[src/rtl/fds_pkg.sv]
package fds_pkg;

    typedef enum logic [1:0] {
        LT_IDLE,
        LT_SHOW,
        LT_LAST
    } lt_state_t;

    typedef struct packed {
        logic [3:0] tens;
        logic [3:0] ones;
    } bcd2_t;

    localparam int          SEQ_LEN   = 5;
    localparam logic [3:0]  DIG_BLANK = 4'hF;
    localparam bcd2_t       BCD_BLANK = '{tens: 4'hF, ones: 4'hF};

    function automatic bcd2_t seq_code(input logic [2:0] step);
        bcd2_t c;
        unique case (step)
            3'd0:    c = '{tens: 4'd3, ones: 4'd0};
            3'd1:    c = '{tens: 4'd2, ones: 4'd0};
            3'd2:    c = '{tens: 4'd8, ones: 4'd8};
            3'd3:    c = '{tens: 4'd3, ones: 4'd2};
            3'd4:    c = '{tens: 4'd7, ones: 4'd7};
            default: c = BCD_BLANK;
        endcase
        return c;
    endfunction

endpackage

[src/rtl/fds_bcd.sv]
module fds_bcd
    import fds_pkg::*;
#(
    parameter int BIN_W = 8,
    parameter int MAXV  = 99
) (
    input  logic [BIN_W-1:0] bin,
    output bcd2_t            bcd
);
    logic [BIN_W-1:0] sat;

    always_comb begin
        sat      = (bin > BIN_W'(MAXV)) ? BIN_W'(MAXV) : bin;
        bcd.tens = 4'(sat / BIN_W'(10));
        bcd.ones = 4'(sat % BIN_W'(10));
    end
endmodule

[src/rtl/fds_lamp_seq.sv]
module fds_lamp_seq
    import fds_pkg::*;
#(
    parameter int DWELL = 256
) (
    input  logic  clk,
    input  logic  rst_n,
    input  logic  btn,
    input  logic  buf_loop,
    input  logic  tick,
    output logic  active,
    output bcd2_t code
);
    localparam int CW = $clog2(DWELL + 1);

    lt_state_t     state, nxt;
    logic [2:0]    idx;
    logic [CW-1:0] cnt;
    logic          btn_q;
    logic          start;
    logic          expire;

    assign start  = btn && !btn_q && !buf_loop;
    assign expire = tick && (cnt == CW'(DWELL - 1));

    always_comb begin
        nxt = state;
        unique case (state)
            LT_IDLE: if (start) nxt = LT_SHOW;
            LT_SHOW: begin
                if (buf_loop)                       nxt = LT_IDLE;
                else if (expire && idx == 3'd3)     nxt = LT_LAST;
            end
            LT_LAST: if (buf_loop || expire) nxt = LT_IDLE;
            default: nxt = LT_IDLE;
        endcase
    end

    // state register
    always_ff @(posedge clk) begin
        if (!rst_n) state <= LT_IDLE;
        else        state <= nxt;
    end

    // step index, dwell counter and button edge history
    always_ff @(posedge clk) begin
        if (!rst_n) begin
            idx   <= '0;
            cnt   <= '0;
            btn_q <= 1'b0;
        end else begin
            btn_q <= btn;
            if (state == LT_IDLE || nxt == LT_IDLE) begin
                idx <= '0;
                cnt <= '0;
            end else if (tick) begin
                if (expire) begin
                    cnt <= '0;
                    idx <= idx + 3'd1;
                end else begin
                    cnt <= cnt + CW'(1);
                end
            end
        end
    end

    // outputs
    always_comb begin
        active = (state != LT_IDLE);
        code   = active ? seq_code(idx) : BCD_BLANK;
    end

    AST_LOOP_BLOCKS: assert property (@(posedge clk) disable iff (!rst_n)
        buf_loop |=> !active);
    AST_IDX_BOUND: assert property (@(posedge clk) disable iff (!rst_n)
        active |-> (idx < 3'(SEQ_LEN)));
    AST_HOLD_NO_TICK: assert property (@(posedge clk) disable iff (!rst_n)
        (active && !tick && !buf_loop) |=> $stable(idx));
    AST_START_FIRST: assert property (@(posedge clk) disable iff (!rst_n)
        (!active && start) |=> (active && idx == 3'd0));
    AST_NO_RETRIGGER: assert property (@(posedge clk) disable iff (!rst_n)
        (!active && btn_q && btn) |=> !active);
endmodule

[src/rtl/fds_prio.sv]
module fds_prio
    import fds_pkg::*;
#(
    parameter logic [7:0] ACT_CODE = 8'h45,
    parameter logic [7:0] FLT_CODE = 8'h96
) (
    input  logic  lt_active,
    input  bcd2_t lt_code,
    input  logic  flt,
    input  logic  fail,
    input  bcd2_t fail_bcd,
    input  logic  act,
    output bcd2_t shown
);
    always_comb begin
        if (lt_active)  shown = lt_code;
        else if (flt)   shown = bcd2_t'(FLT_CODE);
        else if (fail)  shown = fail_bcd;
        else if (act)   shown = bcd2_t'(ACT_CODE);
        else            shown = BCD_BLANK;
    end
endmodule

[src/rtl/fail_disp_seq.sv]
module fail_disp_seq
    import fds_pkg::*;
#(
    parameter int         DWELL     = 256,
    parameter int         NLAMP     = 8,
    parameter int         ENTER_IDX = 0,
    parameter int         LTEST_IDX = 1,
    parameter logic [7:0] ACT_CODE  = 8'h45,
    parameter logic [7:0] FLT_CODE  = 8'h96
) (
    input  logic             clk,
    input  logic             rst_n,
    input  logic             lamp_btn,
    input  logic             buf_loop,
    input  logic             tick,
    input  logic             fail_vld,
    input  logic [7:0]       fail_addr,
    input  logic             action_req,
    input  logic             mon_flt_a,
    input  logic             mon_flt_b,
    input  logic [NLAMP-1:0] lamp_req,
    output logic [3:0]       disp_tens,
    output logic [3:0]       disp_ones,
    output logic [NLAMP-1:0] lamp_out
);
    localparam logic [NLAMP-1:0] KEEP_MASK =
        (NLAMP'(1) << ENTER_IDX) | (NLAMP'(1) << LTEST_IDX);

    logic       fail_q, act_q, flt_q;
    logic [7:0] addr_q;
    logic       lt_active;
    bcd2_t      lt_code, fail_bcd, shown;

    always_ff @(posedge clk) begin
        if (!rst_n) begin
            fail_q <= 1'b0;
            act_q  <= 1'b0;
            flt_q  <= 1'b0;
            addr_q <= '0;
        end else begin
            if (fail_vld) begin
                fail_q <= 1'b1;
                addr_q <= fail_addr;
            end
            if (action_req)             act_q <= 1'b1;
            if (mon_flt_a && mon_flt_b) flt_q <= 1'b1;
        end
    end

    fds_lamp_seq #(.DWELL(DWELL)) u_seq (
        .clk      (clk),
        .rst_n    (rst_n),
        .btn      (lamp_btn),
        .buf_loop (buf_loop),
        .tick     (tick),
        .active   (lt_active),
        .code     (lt_code)
    );

    fds_bcd #(.BIN_W(8), .MAXV(99)) u_bcd (
        .bin (addr_q),
        .bcd (fail_bcd)
    );

    fds_prio #(.ACT_CODE(ACT_CODE), .FLT_CODE(FLT_CODE)) u_prio (
        .lt_active (lt_active),
        .lt_code   (lt_code),
        .flt       (flt_q),
        .fail      (fail_q),
        .fail_bcd  (fail_bcd),
        .act       (act_q),
        .shown     (shown)
    );

    always_comb begin
        disp_tens = shown.tens;
        disp_ones = shown.ones;
        lamp_out  = lt_active ? (lamp_req | ~KEEP_MASK) : lamp_req;
    end

    AST_LAMP_MASK: assert property (@(posedge clk) disable iff (!rst_n)
        lt_active |-> ((&(lamp_out | KEEP_MASK)) &&
                       ((lamp_out & KEEP_MASK) == (lamp_req & KEEP_MASK))));
    AST_BCD_DIGITS: assert property (@(posedge clk) disable iff (!rst_n)
        fail_q |-> (fail_bcd.tens <= 4'd9 && fail_bcd.ones <= 4'd9));
    AST_FLT_STICKY: assert property (@(posedge clk) disable iff (!rst_n)
        flt_q |=> flt_q);
    AST_TEST_WINS: assert property (@(posedge clk) disable iff (!rst_n)
        lt_active |-> ({disp_tens, disp_ones} == lt_code));
    AST_FLT_OVER_FAIL: assert property (@(posedge clk) disable iff (!rst_n)
        (flt_q && !lt_active) |-> ({disp_tens, disp_ones} == FLT_CODE));
endmodule

[config.mk]
export PLATFORM = sky130hd
export DESIGN_NAME = fail_disp_seq
export DESIGN_NICKNAME = d
export VERILOG_FILES = /design/src/rtl/fds_pkg.sv /design/src/rtl/fds_bcd.sv /design/src/rtl/fds_lamp_seq.sv /design/src/rtl/fds_prio.sv /design/src/rtl/fail_disp_seq.sv
export SDC_FILE = /design/constraint.sdc
export NUM_CORES = 1
export LEC_CHECK = 0
export CAP_MARGIN = 20
export CORE_MARGIN = 5
export CORE_UTILIZATION = 45
export DETAILED_ROUTE_END_ITERATION = 8
export GPL_ROUTABILITY_DRIVEN = 1
export PLACE_DENSITY = 0.8
export SKIP_LAST_GASP = 1
export SYNTH_ARGS = -nofsm -noshare
export SYNTH_HDL_FRONTEND = slang
export SYNTH_SLANG_ARGS = --single-unit
[constraint.sdc]
create_clock -name clk -period 3.1 [get_ports clk]
set_clock_uncertainty 0.1 [all_clocks]
set_input_delay 0.775 -clock clk [delete_from_list [all_inputs] [get_ports clk]]
set_output_delay 0.775 -clock clk [all_outputs]
set_load 0.005 [all_outputs]
==> flow_summary.json <==
{
  "status": "completed",
  "ant_nets": 0,
  "worstPathMaxFanout": 4,
  "p_total_uw": 791,
  "pwr-share-comb_pct": 27.3,
  "p_int_uw": 583,
  "cp.arrival_ps": 2170,
  "finalHoldViolCount": 0,
  "synth_top_flop_cell": "dfxtp_1",
  "hold_buffers": 0,
  "cts_tree": "built",
  "finalCriticalPeriod_ps": 3050,
  "maxCapViolCount": 0,
  "rows": 23,
  "grt_max_degree": 18,
  "synth_area_um2": 1800,
  "setup_slack_ps": 52.5,
  "dieArea_um2": 5350,
  "drive_gt1_share_pct": 14.7,
  "grt_usage_pct": 16.4,
  "avgViaCountPerCell": 5.41,
  "grt_overflow_total": 0,
  "place_ws_ps": 50.8,
  "drtIter0Drc": 191,
  "p_seq_share_pct": 45.4,
  "cts_root_buffer": "clkbuf_8",
  "crit_chain": "or4b_1 -> o221ai_2 -> nor2_1 -> nand3_1 -> o2bb2ai_1 -> clkdlybuf4s50_1",
  "regArea_um2": 529,
  "yosysTopAreaCell": "dfxtp_1",
  "startpoint_type": "flop",
  "synth-seq-cells": 26,
  "yosysWarnings": 0,
  "cts.path.max_buffers": 2,
  "gp_congestion": 0.883,
  "wl_um": 4380,
  "drc": 0,
  "drt_first_pass_iters": 4,
  "fillers": 329,
  "grt_pass1_vias": 1539,
  "async_reset_ff_share_pct": 0,
  "postSynthAreaPerCell_um2": 7.77,
  "cp.required_ps": 2220,
  "ys_seq_area_share_pct": 29.0,
  "synth_top_area_share_pct": 29.0,
  "slew_viol_final": 0,
  "multi_input_area_um2": 1230,
  "cp_top_family": "simple AND/OR/NAND/NOR gates",
  "cts_buffers": 3,
  "syn_nets": 262,
  "setup_viol": 0,
  "rsz0062_at_grt": "yes",
  "clock_latency_ps": 270,
  "p_sw_uw": 209,
  "yosysMostFrequentCell": "nor2_1",
  "max_freq_mhz": 328,
  "critPathKind": "flop to output pin",
  "dieHeight_um": 73.2,
  "num_antenna_cells": 0,
  "critPathBufInv": 1,
  "wire_per_inst_um": 13.5,
  "grt_pass1_wl_um": 6960,
  "syn_to_final_growth_pct": 32.8,
  "crit_slowest_cell": "or4b_1",
  "synth_edf_count": 0,
  "p_clk_share_pct": 27.2,
  "initial_utilization_pct": 45.5,
  "synthTopCellsByArea": "dfxtp_1 (29%), mux2i_1 (6.7%), nor2_1 (5.6%)",
  "final_nets": 305,
  "power.density_nw_per_um2": 332,
  "worst_pin_slew_ps": 513,
  "die_x_um": 73.2,
  "cpPeakStageDelay_ps": 550,
  "antenna_found_initial": 0,
  "peakVddDrop_mv": 0.252,
  "slew_headroom_pct": 65.7,
  "ios": 41,
  "p_leak_uw": 0.000937,
  "synth_common_cells": "nor2_1 (27), dfxtp_1 (26), nand2_1 (17)",
  "path_clk_slew_ps": 80,
  "dp_hpwl_um": 3270,
  "vias": 1748,
  "endpoint_kind": "output pin",
  "synth_cells": 231,
  "clkSinkCount": 26,
  "finalCritPeriodShare_pct": 98.3,
  "swShare_pct": 26.4,
  "ff2ff_setup_slack_ps": 1240,
  "hold_class": "flop to flop",
  "coreArea_um2": 3940,
  "h-tree-depth": 1,
  "yosys.cell_types.count": 48,
  "portBuffers": 36
}
[layout by cell type, fill, tap and decap left out, drive strengths merged, types with 2 or more instances in the layout]
cell type / n
ha: 6
and3: 2
or3: 7
buf: 17
nand2b: 11
clkdlybuf4s50: 32
clkbuf: 6
inv: 4
xnor2: 2
nand3b: 2
nand2: 17
nor2b: 17
o21a: 4
dfxtp: 26
o22ai: 3
mux2i: 12
a31oi: 3
or2: 2
a21oi: 11
nand4: 3
o31ai: 2
a21o: 2
nor2: 27
nor4: 4
nor3: 7
o21ai: 11
a211oi: 3
xor2: 7
nand3: 4
nor3b: 5
[area by class of cell]
| cell class | instances | share of cell area, % |
|---|---|---|
| Inverter | 4 | 0.630 |
| Sequential cell | 26 | 22.2 |
| Tap cell | 50 | 2.62 |
| Clock buffer | 4 | 2.31 |
| Multi-Input combinational cell | 186 | 51.4 |
| Timing Repair Buffer | 53 | 20.8 |
[per-layer routing]
| metal | vias up | wire length (µm) | global-route usage (%) |
|---|---|---|---|
| met5 | - | 0 | 0 |
| met4 | 0 | 66 | 7.17 |
| met3 | 4 | 320 | 2.75 |
| met2 | 61 | 1990 | 24.8 |
| met1 | 778 | 2000 | 22.7 |
| li1 | 905 | - | - |
[power by group through the flow]
stage               Combinational, µW  Clock [µW]  Sequential, µW
CTS                               207         223             358
finish                            216         216             360
global placement                  208           0             365
global route                      235         237             362
floorplan                         116           0             359
detailed placement                209           0             366
[sequential cells by signal, indices dropped and copies added, names as in the netlist]
name         cells
u_seq.btn_q      1
act_q            1
addr_q           8
u_seq.state      2
fail_q           1
u_seq.cnt        9
flt_q            1
u_seq.idx        3
[kinds of logic after synthesis]
logic type	after synthesis	synth area share, %
flops	26	29.0
buf+inv	19	4.88
fa+ha+maj	6	4.18
xor+xnor	9	4.39
simple gates	112	33.8
compound gates	46	16.4
mux	13	7.32
[per-stage QoR]
step / cell area [µm²] / hold WS (ps) / utilization, % / std cells / TNS (ps)
after floorplan: 1800 / 357 / - / 231 / 0
after global placement: 2260 / 366 / 57.4 / 316 / 0
after detailed placement: 2260 / 382 / 57.4 / 316 / 0
after CTS: 2330 / 394 / 59.1 / 320 / -54.1
after global routing: 2380 / 407 / 60.5 / 323 / -125
final: 2380 / 393 / 60.5 / 323 / 0
[repair_timing]
action	in CTS	in global routing
pin swaps	2	4
gates resized for setup	11	16
setup endpoints to repair	4	6
gates cloned	0	0
setup buffers	0	3
[worst paths after layout]
check	from	to	cells past startpoint
min	u_seq.cnt[8]$_SDFFE_PP0P_	u_seq.cnt[8]$_SDFFE_PP0P_	1
max	addr_q[2]$_SDFFE_PN0P_	disp_tens[0]	6
max reg2reg	u_seq.cnt[0]$_SDFFE_PP0P_	u_seq.idx[2]$_SDFFE_PP0P_	7
min reg2reg	u_seq.cnt[8]$_SDFFE_PP0P_	u_seq.cnt[8]$_SDFFE_PP0P_	1
Power figures use the tool's default switching activity.
